<file path="src/rtl/dramSeqPkg.sv">
package dramSeqPkg;
  typedef enum logic [1:0] {
    CMD_ACT = 2'd0,
    CMD_RD  = 2'd1,
    CMD_WR  = 2'd2,
    CMD_PRE = 2'd3
  } cmdCode_e;

  typedef enum logic [1:0] {
    CLS_NONE     = 2'd0,
    CLS_MISS     = 2'd1,
    CLS_CONFLICT = 2'd2
  } reqClass_e;

  typedef struct packed {
    logic doAct;
    logic doPre;
    logic doCol;
    logic bumpHit;
    logic bumpMiss;
    logic bumpConflict;
  } seqStrobe_t;
endpackage

</file>
<file path="src/rtl/dramSeqBankState.sv">
module dramSeqBankState
  import dramSeqPkg::*;
#(
  parameter int NUM_BANKS = 4,
  parameter int ROW_W     = 8,
  parameter int T_RCD     = 3,
  parameter int T_RP      = 2,
  parameter int COL_GAP   = 2,
  parameter int CNT_W     = 8,
  localparam int BANK_W   = $clog2(NUM_BANKS),
  localparam int MAXT     = (T_RCD > T_RP) ? ((T_RCD > COL_GAP) ? T_RCD : COL_GAP)
                                           : ((T_RP > COL_GAP) ? T_RP : COL_GAP),
  localparam int TW       = $clog2(MAXT + 1)
) (
  input  logic              clk,
  input  logic              rstN,
  input  seqStrobe_t        stb,
  input  logic [BANK_W-1:0] opBank,
  input  logic [ROW_W-1:0]  actRow,
  output logic              selOpen,
  output logic [ROW_W-1:0]  selRow,
  output logic              selTimerZero,
  output logic              gapZero,
  output logic [CNT_W-1:0]  hitCount,
  output logic [CNT_W-1:0]  missCount,
  output logic [CNT_W-1:0]  conflictCount
);
  localparam logic [TW-1:0] RCD_LOAD = TW'(T_RCD - 1);
  localparam logic [TW-1:0] RP_LOAD  = TW'(T_RP - 1);
  localparam logic [TW-1:0] GAP_LOAD = TW'(COL_GAP - 1);

  logic             openQ  [NUM_BANKS];
  logic [ROW_W-1:0] rowQ   [NUM_BANKS];
  logic [TW-1:0]    timerQ [NUM_BANKS];
  logic [TW-1:0]    gapQ;

  for (genvar b = 0; b < NUM_BANKS; b++) begin : gBank
    always_ff @(posedge clk) begin
      if (!rstN) begin
        openQ[b]  <= 1'b0;
        rowQ[b]   <= '0;
        timerQ[b] <= '0;
      end else if (stb.doAct && opBank == BANK_W'(b)) begin
        openQ[b]  <= 1'b1;
        rowQ[b]   <= actRow;
        timerQ[b] <= RCD_LOAD;
      end else if (stb.doPre && opBank == BANK_W'(b)) begin
        openQ[b]  <= 1'b0;
        timerQ[b] <= RP_LOAD;
      end else if (timerQ[b] != '0) begin
        timerQ[b] <= timerQ[b] - 1'b1;
      end
    end
  end

  always_ff @(posedge clk) begin
    if (!rstN)              gapQ <= '0;
    else if (stb.doCol)     gapQ <= GAP_LOAD;
    else if (gapQ != '0)    gapQ <= gapQ - 1'b1;
  end

  always_ff @(posedge clk) begin
    if (!rstN) begin
      hitCount      <= '0;
      missCount     <= '0;
      conflictCount <= '0;
    end else begin
      if (stb.bumpHit && hitCount != '1)           hitCount      <= hitCount + 1'b1;
      if (stb.bumpMiss && missCount != '1)         missCount     <= missCount + 1'b1;
      if (stb.bumpConflict && conflictCount != '1) conflictCount <= conflictCount + 1'b1;
    end
  end

  assign selOpen      = openQ[opBank];
  assign selRow       = rowQ[opBank];
  assign selTimerZero = (timerQ[opBank] == '0);
  assign gapZero      = (gapQ == '0);

  // column commands only reach an open bank
  assert_col_open_R1: assert property (@(posedge clk) disable iff (!rstN)
    stb.doCol |-> openQ[opBank]);
  // activate only on an idle bank whose precharge timer ran out
  assert_act_timing_R4: assert property (@(posedge clk) disable iff (!rstN)
    stb.doAct |-> (!openQ[opBank] && timerQ[opBank] == '0));
  // column commands respect the burst gap
  assert_col_gap_R5: assert property (@(posedge clk) disable iff (!rstN)
    stb.doCol |-> gapQ == '0);
  // precharge only closes an open bank
  assert_pre_open_R2: assert property (@(posedge clk) disable iff (!rstN)
    stb.doPre |-> openQ[opBank]);
  // one classification per accepted request
  assert_one_class_R8: assert property (@(posedge clk) disable iff (!rstN)
    $onehot0({stb.bumpHit, stb.bumpMiss, stb.bumpConflict}));
  // counters never wrap
  assert_no_wrap_R8: assert property (@(posedge clk) disable iff (!rstN)
    $past(hitCount) == '1 |-> hitCount == '1);
endmodule

</file>
<file path="src/rtl/dramSeqControl.sv">
module dramSeqControl
  import dramSeqPkg::*;
#(
  parameter int NUM_BANKS = 4,
  parameter int ROW_W     = 8,
  parameter int COL_W     = 6,
  localparam int BANK_W   = $clog2(NUM_BANKS),
  localparam int ADDR_W   = (ROW_W > COL_W) ? ROW_W : COL_W
) (
  input  logic              clk,
  input  logic              rstN,
  input  logic              closedPage,
  input  logic              reqValid,
  output logic              reqReady,
  input  logic [BANK_W-1:0] reqBank,
  input  logic [ROW_W-1:0]  reqRow,
  input  logic [COL_W-1:0]  reqCol,
  input  logic              reqWrite,
  input  logic              selOpen,
  input  logic [ROW_W-1:0]  selRow,
  input  logic              selTimerZero,
  input  logic              gapZero,
  output seqStrobe_t        stb,
  output logic [BANK_W-1:0] opBank,
  output logic              cmdValid,
  output logic [1:0]        cmdCode,
  output logic [ADDR_W-1:0] cmdAddr
);
  logic              pendPreQ;
  logic [BANK_W-1:0] pendBankQ;
  reqClass_e         classQ;

  assign opBank = pendPreQ ? pendBankQ : reqBank;

  always_comb begin
    stb      = '0;
    cmdValid = 1'b0;
    cmdCode  = CMD_ACT;
    cmdAddr  = '0;
    reqReady = 1'b0;
    if (pendPreQ) begin
      if (gapZero && selTimerZero) begin
        stb.doPre = 1'b1;
        cmdValid  = 1'b1;
        cmdCode   = CMD_PRE;
      end
    end else if (reqValid) begin
      if (!selOpen) begin
        if (selTimerZero) begin
          stb.doAct = 1'b1;
          cmdValid  = 1'b1;
          cmdCode   = CMD_ACT;
          cmdAddr   = ADDR_W'(reqRow);
        end
      end else if (selRow != reqRow) begin
        if (selTimerZero && gapZero) begin
          stb.doPre = 1'b1;
          cmdValid  = 1'b1;
          cmdCode   = CMD_PRE;
        end
      end else if (selTimerZero && gapZero) begin
        stb.doCol        = 1'b1;
        cmdValid         = 1'b1;
        cmdCode          = reqWrite ? CMD_WR : CMD_RD;
        cmdAddr          = ADDR_W'(reqCol);
        reqReady         = 1'b1;
        stb.bumpHit      = (classQ == CLS_NONE);
        stb.bumpMiss     = (classQ == CLS_MISS);
        stb.bumpConflict = (classQ == CLS_CONFLICT);
      end
    end
  end

  always_ff @(posedge clk) begin
    if (!rstN) begin
      pendPreQ  <= 1'b0;
      pendBankQ <= '0;
      classQ    <= CLS_NONE;
    end else begin
      if (stb.doCol) begin
        classQ    <= CLS_NONE;
        pendPreQ  <= closedPage;
        pendBankQ <= reqBank;
      end else if (stb.doPre && pendPreQ) begin
        pendPreQ <= 1'b0;
      end else if (stb.doPre) begin
        classQ <= CLS_CONFLICT;
      end else if (stb.doAct && classQ == CLS_NONE) begin
        classQ <= CLS_MISS;
      end
    end
  end

  // a closed-page column command is followed by nothing but its precharge
  assert_closed_pre_R6: assert property (@(posedge clk) disable iff (!rstN)
    (stb.doCol && closedPage) |=> (!stb.doAct && !stb.doCol));
  // acceptance coincides with a read or write command
  assert_accept_col_R7: assert property (@(posedge clk) disable iff (!rstN)
    reqReady |-> (cmdValid && (cmdCode == CMD_RD || cmdCode == CMD_WR) && reqValid));
endmodule

</file>
<file path="src/rtl/dramSeq.sv">
module dramSeq
  import dramSeqPkg::*;
#(
  parameter int NUM_BANKS = 4,
  parameter int ROW_W     = 8,
  parameter int COL_W     = 6,
  parameter int T_RCD     = 3,
  parameter int T_RP      = 2,
  parameter int BURST_LEN = 4,
  parameter int CNT_W     = 8,
  localparam int BANK_W   = $clog2(NUM_BANKS),
  localparam int ADDR_W   = (ROW_W > COL_W) ? ROW_W : COL_W,
  localparam int COL_GAP  = BURST_LEN / 2
) (
  input  logic              clk,
  input  logic              rstN,
  input  logic              closedPage,
  input  logic              reqValid,
  output logic              reqReady,
  input  logic [BANK_W-1:0] reqBank,
  input  logic [ROW_W-1:0]  reqRow,
  input  logic [COL_W-1:0]  reqCol,
  input  logic              reqWrite,
  output logic              cmdValid,
  output logic [1:0]        cmdCode,
  output logic [BANK_W-1:0] cmdBank,
  output logic [ADDR_W-1:0] cmdAddr,
  output logic [CNT_W-1:0]  hitCount,
  output logic [CNT_W-1:0]  missCount,
  output logic [CNT_W-1:0]  conflictCount
);
  seqStrobe_t        stb;
  logic [BANK_W-1:0] opBank;
  logic              selOpen, selTimerZero, gapZero;
  logic [ROW_W-1:0]  selRow;

  dramSeqControl #(.NUM_BANKS(NUM_BANKS), .ROW_W(ROW_W), .COL_W(COL_W)) ctrl_i (
    .clk(clk), .rstN(rstN), .closedPage(closedPage),
    .reqValid(reqValid), .reqReady(reqReady), .reqBank(reqBank),
    .reqRow(reqRow), .reqCol(reqCol), .reqWrite(reqWrite),
    .selOpen(selOpen), .selRow(selRow), .selTimerZero(selTimerZero),
    .gapZero(gapZero), .stb(stb), .opBank(opBank),
    .cmdValid(cmdValid), .cmdCode(cmdCode), .cmdAddr(cmdAddr)
  );

  dramSeqBankState #(.NUM_BANKS(NUM_BANKS), .ROW_W(ROW_W), .T_RCD(T_RCD),
                     .T_RP(T_RP), .COL_GAP(COL_GAP), .CNT_W(CNT_W)) state_i (
    .clk(clk), .rstN(rstN), .stb(stb), .opBank(opBank), .actRow(reqRow),
    .selOpen(selOpen), .selRow(selRow), .selTimerZero(selTimerZero),
    .gapZero(gapZero), .hitCount(hitCount), .missCount(missCount),
    .conflictCount(conflictCount)
  );

  assign cmdBank = opBank;
endmodule

</file>
<file path="config.mk">
export PLATFORM = sky130hd
export DESIGN_NAME = dramSeq
export DESIGN_NICKNAME = d
export VERILOG_FILES = /design/src/rtl/dramSeqPkg.sv /design/src/rtl/dramSeqBankState.sv /design/src/rtl/dramSeqControl.sv /design/src/rtl/dramSeq.sv
export SDC_FILE = /design/constraint.sdc
export NUM_CORES = 1
export LEC_CHECK = 0
export ABC_AREA = 1
export BUFFER_PORTS_ARGS = -buffer_cell sky130_fd_sc_hd__buf_2
export CAP_MARGIN = 20
export CORE_MARGIN = 2
export CORE_UTILIZATION = 40
export DETAILED_ROUTE_END_ITERATION = 8
export PLACE_DENSITY_LB_ADDON = 0.08
export SYNTH_ARGS = -nofsm -noshare
export SYNTH_HDL_FRONTEND = slang
export SYNTH_SLANG_ARGS = --single-unit
</file>
<file path="constraint.sdc">
create_clock -name clk -period 3.4 [get_ports clk]
set_input_delay 1.02 -clock clk [delete_from_list [all_inputs] [get_ports clk]]
set_output_delay 1.02 -clock clk [all_outputs]
set_load 0.1 [all_outputs]
</file>
==> results.cfg <==
[detailed_routing]
drt-initial-drc-count = 155
routed_via_density = 4.85
avgRoutedWirePerCell_um = 13.9
ant_nets = 0
drt_first_pass_iters = 4
routed_wl_mm = 11.4
vias = 3961
remaining_drc_errors = 0

[cells_and_area]
fillerInstances = 935
area_growth_pct = 41.5
drive_above_1_share = 0.310
nets = 705
final_cells = 817
fin_util = 0.578
diodes = 0

[yosys]
synthTopCellsByArea = edfxtp_1 (31%), dfxtp_1 (15%), nand2_1 (14%)
ys_seq_area_frac = 0.465
syn_area_per_cell_um2 = 7.53
synth_warnings = 0
ys.flop_type = edfxtp_1
synth.top_cell.area_share = 0.311
synth.distinct_cells = 35
syn_inst = 552
synth-edff-count = 43
ys_top_cells_by_count = nand2_1 (158), nor2_1 (82), inv_1 (74)
yosysTopAreaCell = edfxtp_1
ys_seq_elements = 75
async_reset_ff_frac = 0
post-synth-top-count-cell = nand2_1
synthesis.nets = 581
syn_area_mm2 = 0.00416

[clock_network]
cts_root_buf = clkbuf_8
cts_buffers = 9
clkSinkCount = 75
hold_buffers = 0
htreeDepth = 3
cts.path.max_buffers = 2
insertion_delay_ns = 0.36
cts_tree = built
clkTransAtPathRegs_ns = 0.08

[status]
status = finished, violations left
violations = setup timing

[floorplan]
fp.dieW_um = 106
io_pins = 59
die_h_um = 106
start_util = 0.408
core_mm2 = 0.0102
core.rowCount = 37
die_area_mm2 = 0.0112

[power]
total_power_w = 0.00273
vdd_drop_max_mv = 0.382
p_leak_nw = 2.80
powerDensity_mw_per_mm2 = 464

[placed_design]
gp_congestion = 0.818
portBuffers = 58
post-place-cells = 777
place_hpwl_mm = 8.02

[setup_path]
worstReg2RegStart = ctrl_i.pendPreQ
arrival_ns = 2.69
crit_fanout = 6
critPathCaptureType = output port
crit_path_start_kind = input port
cp-startpoint = reqBank[1]
r2r_cells = 22
critical_path_class = input port to output port
cp.required_ns = 2.38

[grt]
grt_util_all_layers = 0.218
grt_pass1_vias = 3796
antenna_found_initial = 0
overflow = 0
grt_max_degree = 30
grt_pass1_wl_mm = 19.0

[timing]
skew_ns = 0.0120
hold_viol_final = 0
finalCriticalPeriod_ns = 3.71
maxSlewViolCount = 0
worst_slew_pin_slew_ns = 0.488
fmax_mhz = 269
finalSetupViolations = 12
timing.slew.headroom = 0.677
period_share = 1.09
tns_ns = -3.04
rsz0062_at_grt = yes
finalWorstSetupSlack_ns = -0.314

[min_path]
hold_start = state_i.openQ[2]
hold_depth = 2
hold_path_class = flip-flop to flip-flop

[flow_run]
cap_violations = 0
==> worst max-delay path: stages <==
cell     delay [ns]
buf_8          0.09
inv_12         0.03
o21ai_4        0.27
buf_6          0.19
nand2_4        0.05
nand3_1        0.06
nand2_1        0.05
inv_1          0.06
nand2_2        0.07
nor2_4         0.18
nand3_4        0.10
inv_4          0.09
buf_12         0.12
nand2_4        0.05
o21ai_4        0.06
buf_12         0.19
==> registers in the layout (all words and copies together) (netlist names) <==
| signal | cells |
|---|---|
| ctrl_i.classQ | 2 |
| ctrl_i.pendPreQ | 1 |
| state_i.openQ | 4 |
| state_i.hitCount | 8 |
| state_i.rowQ | 32 |
| state_i.missCount | 8 |
| state_i.conflictCount | 8 |
| ctrl_i.pendBankQ | 2 |
| state_i.timerQ | 8 |
| state_i.gapQ | 2 |
==> what timing repair did <==
action	4_1_cts	5_1_grt
resized for setup	24	9
endpoints found under the setup margin	12	13
pin swaps	18	12
setup buffers	21	5
gates cloned	1	0
==> layout by cell type (no fill, tap or decap), types with 3 or more instances in the layout <==
cell type  instances
buf_4             53
clkinv_1           4
nor2_2             4
inv_2              4
o21ai_4           10
edfxtp_1          43
buf_2             43
nand2_8            4
nor4_1             3
nor2_1            78
ha_1               8
dfxtp_1           32
nand2_1          132
nand2_4           18
o21ai_1            5
nand2_2           13
buf_6              5
nor2_4             7
a21oi_1           20
nor3_1            12
o21ai_0           11
inv_1             71
buf_12            19
clkbuf_8          10
inv_4              4
nand4_1           13
nand3_1           34
==> layout make-up <==
type / count / area, um^2 / share of cell area
multi-input cells: 385 / 2170 / 0.369
flip-flops and latches: 75 / 1930 / 0.328
repair buffers: 121 / 1060 / 0.181
inverters: 84 / 340 / 0.0579
well taps: 136 / 170 / 0.0289
clock buffers: 10 / 138 / 0.0234
clock inverters: 6 / 63.8 / 0.0108
==> path summary, 6_finish.rpt <==
check,to,slack [ns]
worst max-delay path,cmdAddr[3],-0.31
worst max register to register,ctrl_i.classQ[0],0.32
worst min-delay path,state_i.openQ[2],0.47
worst min register to register,state_i.openQ[2],0.47
==> routing by layer <==
metal | vias to the layer above | global-route usage | wire length [um]
met2 | 82 | 0.386 | 5870
met4 | 0 | 0.0865 | 129
met5 | - | 0 | 0
li1 | 2015 | - | -
met1 | 1856 | 0.269 | 4880
met3 | 8 | 0.0294 | 504
==> stage by stage <==
stage	setup WS (ns)	cell area, um^2	hold WS [ns]
after detailed placement	-0.451	5380	0.460
after floorplan	-0.391	4450	0.444
after global placement	-0.428	5380	0.455
final	-0.314	5880	0.473
after CTS	-0.329	5830	0.472
after global routing	-0.433	5880	0.485
==> cell families after synthesis <==
group	after synthesis	share of synthesized area
simple gates	325	0.352
buf+inv	93	0.0921
flops	75	0.465
compound gates	50	0.0653
fa+ha+maj	8	0.0241
xor+xnor	1	0.00211
==> report_power, final <==
part	switching [W]	leakage (nW)	internal, W	total, W
combinational	0.000551	1.99	0.000360	0.000911
clock	0.000353	0.107	0.000360	0.000713
sequential	0.0000474	0.709	0.00106	0.00111
Note: power is estimated with default switching activity, not from simulation.
